[config.mk]
export PLATFORM = sky130hd
export DESIGN_NAME = dsleep_wake_ctrl
export DESIGN_NICKNAME = d
export VERILOG_FILES = /design/src/rtl/dsw_pkg.sv /design/src/rtl/dsw_pin_filter.sv /design/src/rtl/dsw_wake_qual.sv /design/src/rtl/dsw_fsm.sv /design/src/rtl/dsleep_wake_ctrl.sv
export SDC_FILE = /design/constraint.sdc
export NUM_CORES = 1
export LEC_CHECK = 0
export BUFFER_PORTS_ARGS = -buffer_cell sky130_fd_sc_hd__buf_2
export CAP_MARGIN = 20
export CELL_PAD_IN_SITES_DETAIL_PLACEMENT = 1
export CELL_PAD_IN_SITES_GLOBAL_PLACEMENT = 1
export CORE_ASPECT_RATIO = 1.1
export CORE_MARGIN = 4
export CORE_UTILIZATION = 33
export DETAILED_ROUTE_END_ITERATION = 10
export PLACE_DENSITY_LB_ADDON = 0.1
export SLEW_MARGIN = 20
export SYNTH_ARGS = -nofsm -noshare
export SYNTH_HDL_FRONTEND = slang
export SYNTH_SLANG_ARGS = --single-unit
[constraint.sdc]
create_clock -name clk -period 1.8 [get_ports clk]
set_input_delay 0.36 -clock clk [delete_from_list [all_inputs] [get_ports clk]]
set_output_delay 0.36 -clock clk [all_outputs]
set_load 0.01 [all_outputs]
[src/rtl/dsw_pkg.sv]
// Package: shared state and wake-cause types for the deep sleep wake controller.
// Assumes: single clock domain; all users import this package.
package dsw_pkg;
    typedef enum logic [1:0] {
        ST_RUN   = 2'd0,
        ST_SLEEP = 2'd1,
        ST_WAKE  = 2'd2
    } dsw_state_e;

    typedef enum logic {
        WK_IRQ = 1'b0,
        WK_RST = 1'b1
    } dsw_cause_e;
endpackage

[src/rtl/dsw_pin_filter.sv]
// Module: dsw_pin_filter
// Measures how long the external reset pin has been low with a saturating
// counter. It reports a held reset once the minimum low time is reached, and a
// release event on the first high sample after that.
// Assumes: pin already synchronised to clk; synchronous active-low rst_n.
module dsw_pin_filter #(
    parameter int MIN_LOW = 16
) (
    input  logic clk,
    input  logic rst_n,
    input  logic pin_n,
    output logic pin_hold,
    output logic pin_release
);
    localparam int CNT_W = $clog2(MIN_LOW + 1);
    localparam logic [CNT_W-1:0] CNT_MAX = CNT_W'(MIN_LOW);

    logic [CNT_W-1:0] low_cnt;
    logic             qualified;

    // Count consecutive low samples, saturating at the minimum low time.
    always_ff @(posedge clk) begin
        if (!rst_n)
            low_cnt <= '0;
        else if (pin_n)
            low_cnt <= '0;
        else if (low_cnt != CNT_MAX)
            low_cnt <= low_cnt + 1'b1;
    end

    // Decode the held and released conditions from the counter.
    assign qualified   = (low_cnt == CNT_MAX);
    assign pin_hold    = !pin_n && qualified;
    assign pin_release = pin_n && qualified;

    assert_release_clears_R6: assert property (@(posedge clk) disable iff (!rst_n)
        pin_release |=> (low_cnt == '0));

    assert_short_low_R6: assert property (@(posedge clk) disable iff (!rst_n)
        (pin_n && $past(pin_n)) |-> !pin_release);
endmodule

[src/rtl/dsw_wake_qual.sv]
// Module: dsw_wake_qual
// Combinational qualification of the wake sources. It gates interrupts by a
// strict priority compare against the mask, and applies the watchdog
// pause-in-sleep rule. It folds all reset sources into a held level and a
// one-cycle trigger.
// Assumes: inputs are synchronous to the controller clock.
module dsw_wake_qual #(
    parameter int PRIO_W = 4
) (
    input  logic              in_sleep,
    input  logic              irq_req,
    input  logic [PRIO_W-1:0] irq_prio,
    input  logic [PRIO_W-1:0] cpu_mask,
    input  logic              por_rst,
    input  logic              lvd_rst,
    input  logic              pin_hold,
    input  logic              pin_release,
    input  logic              wdt_underflow,
    input  logic              wdt_autostart,
    input  logic              wdt_opt_stop,
    input  logic              wdt_reg_stop,
    output logic              irq_wake,
    output logic              rst_hold,
    output logic              rst_trig
);
    logic wdt_paused;
    logic wdt_reset;

    // Choose which pause bit applies, from the auto-start mode.
    always_comb wdt_paused = wdt_autostart ? wdt_reg_stop : wdt_opt_stop;

    // A paused watchdog cannot underflow while the core sleeps.
    always_comb wdt_reset = wdt_underflow && !(in_sleep && wdt_paused);

    // Only an interrupt strictly above the mask can end deep sleep.
    always_comb irq_wake = in_sleep && irq_req && (irq_prio > cpu_mask);

    // Level-type reset sources, and every source that forces a reset wake.
    always_comb rst_hold = por_rst || lvd_rst || pin_hold;
    always_comb rst_trig = rst_hold || pin_release || wdt_reset;
endmodule

[src/rtl/dsw_fsm.sv]
// Module: dsw_fsm
// Three-state sequencer (run, deep sleep, wake). A reset trigger has top
// priority and parks the machine in wake until every held reset is released.
// Leaving wake emits a one-cycle start pulse for the recorded cause.
// Assumes: wake qualifiers come from dsw_wake_qual in the same cycle.
module dsw_fsm
    import dsw_pkg::*;
(
    input  logic       clk,
    input  logic       rst_n,
    input  logic       sleep_req,
    input  logic       irq_wake,
    input  logic       rst_trig,
    output dsw_state_e state,
    output logic       clk_stop_en,
    output logic       irq_start,
    output logic       rst_start
);
    dsw_cause_e cause;
    logic       leaving;

    // Next-state and cause register; reset sources override everything.
    always_ff @(posedge clk) begin
        if (!rst_n) begin
            state <= ST_RUN;
            cause <= WK_IRQ;
        end else if (rst_trig) begin
            state <= ST_WAKE;
            cause <= WK_RST;
        end else begin
            unique case (state)
                ST_RUN:   if (sleep_req) state <= ST_SLEEP;
                ST_SLEEP: if (irq_wake) begin
                              state <= ST_WAKE;
                              cause <= WK_IRQ;
                          end
                ST_WAKE:  state <= ST_RUN;
                default:  state <= ST_RUN;
            endcase
        end
    end

    // Wake is left on any cycle without a reset trigger.
    assign leaving = (state == ST_WAKE) && !rst_trig;

    // Register the start pulses so they appear in the first cycle after wake.
    always_ff @(posedge clk) begin
        if (!rst_n) begin
            irq_start <= 1'b0;
            rst_start <= 1'b0;
        end else begin
            irq_start <= leaving && (cause == WK_IRQ);
            rst_start <= leaving && (cause == WK_RST);
        end
    end

    // Core clock is gated only while asleep.
    assign clk_stop_en = (state == ST_SLEEP);

    assert_sleep_entry_R2: assert property (@(posedge clk) disable iff (!rst_n)
        $rose(clk_stop_en) |-> $past(sleep_req));

    assert_irq_from_wake_R3: assert property (@(posedge clk) disable iff (!rst_n)
        irq_start |-> ($past(state) == ST_WAKE));

    assert_reset_wins_R9: assert property (@(posedge clk) disable iff (!rst_n)
        rst_trig |=> (state == ST_WAKE && cause == WK_RST && !irq_start));

    assert_pulse_single_R10: assert property (@(posedge clk) disable iff (!rst_n)
        (irq_start || rst_start) |=> !(irq_start || rst_start));

    assert_pulse_excl_R10: assert property (@(posedge clk) disable iff (!rst_n)
        !(irq_start && rst_start));
endmodule

[src/rtl/dsleep_wake_ctrl.sv]
// Module: dsleep_wake_ctrl (top)
// Deep sleep wake controller: pin filter, wake qualification and sequencer.
// Assumes: every input is synchronous to clk; block reset is synchronous,
// active low.
module dsleep_wake_ctrl
    import dsw_pkg::*;
#(
    parameter int PRIO_W  = 4,
    parameter int MIN_LOW = 16
) (
    input  logic              clk,
    input  logic              rst_n,
    input  logic              sleep_req,
    input  logic              irq_req,
    input  logic [PRIO_W-1:0] irq_prio,
    input  logic [PRIO_W-1:0] cpu_mask,
    input  logic              rst_pin_n,
    input  logic              por_rst,
    input  logic              lvd_rst,
    input  logic              wdt_underflow,
    input  logic              wdt_autostart,
    input  logic              wdt_opt_stop,
    input  logic              wdt_reg_stop,
    output logic              clk_stop_en,
    output logic              irq_start,
    output logic              rst_start
);
    dsw_state_e state;
    logic       pin_hold;
    logic       pin_release;
    logic       irq_wake;
    logic       rst_hold;
    logic       rst_trig;
    logic       in_sleep;

    assign in_sleep = (state == ST_SLEEP);

    dsw_pin_filter #(.MIN_LOW(MIN_LOW)) u_pin (
        .clk         (clk),
        .rst_n       (rst_n),
        .pin_n       (rst_pin_n),
        .pin_hold    (pin_hold),
        .pin_release (pin_release)
    );

    dsw_wake_qual #(.PRIO_W(PRIO_W)) u_qual (
        .in_sleep      (in_sleep),
        .irq_req       (irq_req),
        .irq_prio      (irq_prio),
        .cpu_mask      (cpu_mask),
        .por_rst       (por_rst),
        .lvd_rst       (lvd_rst),
        .pin_hold      (pin_hold),
        .pin_release   (pin_release),
        .wdt_underflow (wdt_underflow),
        .wdt_autostart (wdt_autostart),
        .wdt_opt_stop  (wdt_opt_stop),
        .wdt_reg_stop  (wdt_reg_stop),
        .irq_wake      (irq_wake),
        .rst_hold      (rst_hold),
        .rst_trig      (rst_trig)
    );

    dsw_fsm u_fsm (
        .clk         (clk),
        .rst_n       (rst_n),
        .sleep_req   (sleep_req),
        .irq_wake    (irq_wake),
        .rst_trig    (rst_trig),
        .state       (state),
        .clk_stop_en (clk_stop_en),
        .irq_start   (irq_start),
        .rst_start   (rst_start)
    );

    assert_masked_stays_R4: assert property (@(posedge clk) disable iff (!rst_n)
        (clk_stop_en && irq_req && (irq_prio <= cpu_mask) && !por_rst && !lvd_rst
         && !pin_release && rst_pin_n && !wdt_underflow && !sleep_req)
        |=> clk_stop_en);

    assert_held_quiet_R7: assert property (@(posedge clk) disable iff (!rst_n)
        (por_rst || lvd_rst) |=> (!clk_stop_en && !irq_start && !rst_start));

    assert_wdt_paused_R8: assert property (@(posedge clk) disable iff (!rst_n)
        (clk_stop_en && wdt_underflow && !irq_req && !rst_hold && !pin_release
         && (wdt_autostart ? wdt_reg_stop : wdt_opt_stop)) |=> clk_stop_en);
endmodule

### Word-level counts from Yosys, hierarchy flattened

Index checks and enable logic that the tools add are counted.

* register bits after elaboration: 10
* input bits: 19
* output and inout bits: 3
* logic and storage cells: 50

* add/subtract/negate cells: 1
* $lt $le $gt $ge: 1
* eq/ne operators: 8
* mux-type cells: 8
* bitwise logic cells: 2
* reductions and logical operators: 24

Operator list (number)
* $logic_and A1 B1 Y1: 9
* $mux W2: 3
* $ne A3 B2 Y1 const B: 2
* $reduce_and A2 Y1: 3
* $add A5 B1 Y5 const B: 1
* $eq A5 B5 Y1 const B: 1
* $ne A5 B5 Y1 const B: 1
* $gt A4 B4 Y1: 1
* $logic_or A1 B1 Y1: 4
* $mux W1: 4
* $ne A2 B2 Y1 const B: 2
* $pmux W2 S2: 1
* $reduce_bool A2 Y1: 2
* $reduce_or A2 Y1: 2
* $logic_not A1 Y1: 3
* $eq A2 B1 Y1 const B: 1
* $eq A2 B2 Y1 const B: 1
* $logic_not A2 Y1: 1
* $not A1 Y1: 2

### Logic depth before layout (Yosys ltp)

* depth after elaboration: 8
* depth in mapped cells: 6
* gate-level depth less buffers: 6

### Hierarchy

Synthesis repeated with hierarchy kept, for this count alone.

* cell total of the unflattened synthesis: 66
* area, all modules: 638.1 um^2

Modules (own cells, without submodules)
* dsw_pin_filter: instances 1, cells each 29, area an instance 304.0 um^2, sequential area each 100.1 um^2
* dsw_fsm: instances 1, cells each 18, area an instance 185.2 um^2, sequential area each 100.1 um^2
* dsw_wake_qual: instances 1, cells each 18, area an instance 135.1 um^2, sequential area each 0.0 um^2
* dsleep_wake_ctrl: instances 1, cells each 1, area an instance 13.8 um^2, sequential area each 0.0 um^2

### Least setup slack after synthesis

Ideal clock, no wire load.

* path type: register to register
* start: register u_pin.low_cnt[0]
* end: register u_fsm.rst_start
* library setup time: 0.091 ns
* arrival time: 1.230 ns
* required time: 1.709 ns
* setup slack: 0.478 ns
* cell stages (with the launch flop): 7
* buffers on the path: 0
* period minus slack after synthesis: 1.322 ns
* cells stage by stage: dfxtp_1 -> inv_1 -> ha_1 -> nor4bb_4 -> nor3_2 -> nand3_2 -> nor4bb_1

* word-level cells in the longest chain between the ends: 8
* elaborated cells on any way between the ends: 9
* those cells by class: eq/ne: 1; reduce/logical: 8

Ends and longest elaborated chain
* start: declaration: RTL line dsw_pin_filter.sv:18 `logic [CNT_W-1:0] low_cnt;`
* start signal: assignment: RTL line dsw_pin_filter.sv:28 `low_cnt <= low_cnt + 1'b1;`
* $eq A5 B5 Y1 *: RTL line dsw_pin_filter.sv:32 `assign qualified = (low_cnt == CNT_MAX);`
* $logic_and A1 B1 Y1: RTL line dsw_pin_filter.sv:33 `assign pin_hold = !pin_n && qualified;`
* $logic_or A1 B1 Y1: RTL line dsw_wake_qual.sv:39 `always_comb rst_hold = por_rst || lvd_rst || pin_hold;`
* $logic_or A1 B1 Y1 * (2 in series): RTL line dsw_wake_qual.sv:40 `always_comb rst_trig = rst_hold || pin_release || wdt_reset;`
* $logic_not A1 Y1 *: RTL line dsw_fsm.sv:44 `assign leaving = (state == ST_WAKE) && !rst_trig;`
* $logic_and A1 B1 Y1 *: RTL line dsw_fsm.sv:44
* $logic_and A1 B1 Y1 *: RTL line dsw_fsm.sv:53 `rst_start <= leaving && (cause == WK_RST);`
* end signal: assignment: RTL line dsw_fsm.sv:53
* end: declaration: RTL line dsw_fsm.sv:17 `output logic rst_start`

Every way passes the cells marked *; elsewhere a longest branch is shown, timed or not.
A chain may end at the register's enable or synchronous reset.

### Worst setup path in the final report

* start: register u_pin.low_cnt[0]
* end: register u_fsm.irq_start

* word-level cells in the longest chain between the ends: 8
* elaborated cells on any way between the ends: 9
* those cells by class: eq/ne: 1; reduce/logical: 8

Ends and longest elaborated chain
* $eq A5 B5 Y1 *: RTL line dsw_pin_filter.sv:32
* $logic_and A1 B1 Y1: RTL line dsw_pin_filter.sv:33
* $logic_or A1 B1 Y1: RTL line dsw_wake_qual.sv:39
* $logic_or A1 B1 Y1 * (2 in series): RTL line dsw_wake_qual.sv:40
* $logic_not A1 Y1 *: RTL line dsw_fsm.sv:44
* $logic_and A1 B1 Y1 *: RTL line dsw_fsm.sv:44
* $logic_and A1 B1 Y1 *: RTL line dsw_fsm.sv:52 `irq_start <= leaving && (cause == WK_IRQ);`
* end signal: assignment: RTL line dsw_fsm.sv:52
* end: declaration: RTL line dsw_fsm.sv:16 `output logic irq_start,`

Marked as above.

==> results.cfg <==
[die]
core_mm2 = 0.00158
start_util = 0.348
dieWidth_um = 46.9
rows = 15
die-area_mm2 = 0.00238
die_h_um = 50.7
ioPinCount = 22

[timing]
relSlewSlack = 0.743
period_minus_slack_ns = 1.49
drv_slew = 0
fin_skew_ns = 0.00621
worst_slack_ns = 0.311
rsz0062_at_grt = false
fmaxAchievable_mhz = 672
worst_slew_pin_slew_ns = 0.385
tns_ns = 0
setup_viol_count_final = 0
finalHoldViolations = 0
fin_crit_sh = 0.827

[route]
drtIter0Drc = 0
drtAntennaViolNets = 0
post-route-drc-count = 0
wl_met3_um = 95
via_per_inst = 4.71
vias = 462
topRoutingLayerUsed = met4
finalWirelength_um = 1180
drtPass1Iterations = 1
met1_length_um = 503
post_drt_wl_per_cell_um = 12.0
wl_met2_um = 566

[final_layout]
multi_input_area_um2 = 322
final_common_cell = buf_2
layout_common_cells = buf_2, dfxtp_1, inv_1
area_delta_synth_final_pct = 27.2
ff_latch_area_um2 = 200
final_nets = 108
diodes = 0
drive_gt1_frac = 0.346
fillerInstances = 207

[critical_path]
critical_path_class = flop to flop
cp_data_arrival_time_ns = 1.64
max_stage_delay_ns = 0.35
cp-start-kind = flop
required_ns = 1.95
cp_max_fo = 4
cp_cell_sequence = inv_1, ha_1, nor4bb_4, nor3_2, nand3_2, nor4b_1
cp_slowest_cell = dfxtp_1
endpoint_kind = flop

[synth]
syn_inst = 57
ys_ff_latch = 10
mappedNetlistArea_um2 = 548
ys_seq_area_frac = 0.365
synthAdderAreaFrac = 0.137
synth-xor-area-share = 0.0639
yosys_warnings = 0
yosys.cell_types.count = 24
yosys.area_share.simple = 0.279
synth_compound_area_frac = 0.0708
synth_fp_nets = 82
avgSynthCellArea_um2 = 9.61
synth_mux_area_frac = 0.0365
synth_top_family_by_area = simple AND/OR/NAND/NOR gates

[cts]
htree_levels = 1
clock_path_buffers = 2
cts_tree = yes
clock_latency_ns = 0.26
cts_sinks = 10
hold_buffers = 0
cts-root-buf = clkbuf_4
cts_buffers = 3
cts.clk_slew.worst_paths_ns = 0.07
post-cts-setup-buffers = 0
cts_resized = 0

[global_route]
grt_overflow = 0
grt_use_total = 0.119
grt_pass1_wl_um = 2010
grt_pass1_vias = 479
grt_max_degree = 6
antenna_found_initial = 0

[placement]
numPortBuffers = 21
gp_congestion = 0.658
place_ws_ns = 0.292
hpwl_um = 1040

[job]
timing.max_cap.violations = 0

[pwr]
power_leakage_nw = 0.326
power_density_mw_per_mm2 = 645
ir_drop_v = 0.000363

[status]
run_status = complete, no violations

[min_path]
min_path_type = input pin to flop
routing by layer:
| layer | up-vias | track usage |
|---|---|---|
| li1 | 243 | - |
| met1 | 203 | 0.147 |
| met2 | 14 | 0.179 |
| met3 | 2 | 0.0430 |
| met4 | 0 | 0.0553 |
| met5 | - | 0 |
worst paths after layout:
kind                                               startpoint  slack [ns]                           to  cells after the start
worst max-delay path            u_pin.low_cnt[0]$_SDFFE_PP0P_        0.31   u_fsm.irq_start$_SDFF_PN0_                      6
worst min-delay path                                    rst_n        0.38  u_fsm.state[1]$_SDFFE_PN0P_                      2
worst max register to register  u_pin.low_cnt[0]$_SDFFE_PP0P_        0.31   u_fsm.irq_start$_SDFF_PN0_                      6
worst min register to register       u_fsm.cause$_SDFFE_PN0P_        0.45   u_fsm.irq_start$_SDFF_PN0_                      1
power breakdown:
part	switching, W	leakage [nW]	internal, W	total (W)
sequential	0.00000524	0.0816	0.000228	0.000233
combinational	0.0000283	0.231	0.0000362	0.0000645
clock	0.0000750	0.0138	0.0000770	0.000152
total	0.000109	0.326	0.000341	0.000450
logic make-up (layout without fill, tap and decap cells):
| group | count (synthesis) | count (layout) |
|---|---|---|
| multiplexers | 2 | 2 |
| XOR/XNOR | 4 | 4 |
| flip-flops | 10 | 10 |
| adder cells (fa/ha/maj) | 6 | 6 |
| buffers and inverters | 7 | 31 |
| AO/OA/AOI/OAI | 6 | 6 |
| AND/OR/NAND/NOR | 22 | 22 |
cell usage after synthesis (all sizes together):
cell      n  area share
nor2b     1       0.011
mux2i     2       0.037
xnor2     2       0.032
o21a      1       0.014
ha        6        0.14
inv       7       0.048
xor2      2       0.032
nor4      1       0.023
or2       1       0.011
o211ai    1       0.014
o21ai     1      0.0091
dfxtp    10        0.37
o2bb2ai   1       0.016
nor4bb    2       0.064
a21oi     2       0.018
nand4     1       0.011
nand2b    2       0.023
nor2      6       0.041
nor3      1       0.018
nor4b     1       0.016
nand2     2       0.014
nand3     4       0.046
registers in the layout, summed over array words and instances (netlist names):
register         cells
u_fsm.state          2
u_fsm.cause          1
u_fsm.rst_start      1
u_fsm.irq_start      1
u_pin.low_cnt        5
critical path: cells and delay by family, from the launching register on:
kind / cells / cell delay (ns)
fa+ha+maj: 1 / 0.20
flops: 1 / 0.35
simple gates: 4 / 0.76
buf+inv: 1 / 0.08
area by class of cell:
class / count / share of cell area
clock buffers: 3 / 0.0323
flip-flops and latches: 10 / 0.287
repair buffers: 21 / 0.151
multi-input cells: 40 / 0.461
well taps: 17 / 0.0305
inverters: 7 / 0.0377
through the flow:
stage               total power, W  instance area [um^2]  hold slack (ns)  cells  utilization
detailed placement        0.000304                   674            0.443     95        0.428
global placement          0.000302                   674            0.433     95        0.428
global route              0.000489                   697            0.383     98        0.442
CTS                       0.000457                   697            0.375     98        0.442
floorplan                 0.000273                   548            0.413     57            -
finish                    0.000450                   697            0.384     98        0.442
(Power assumes the default switching activity.)
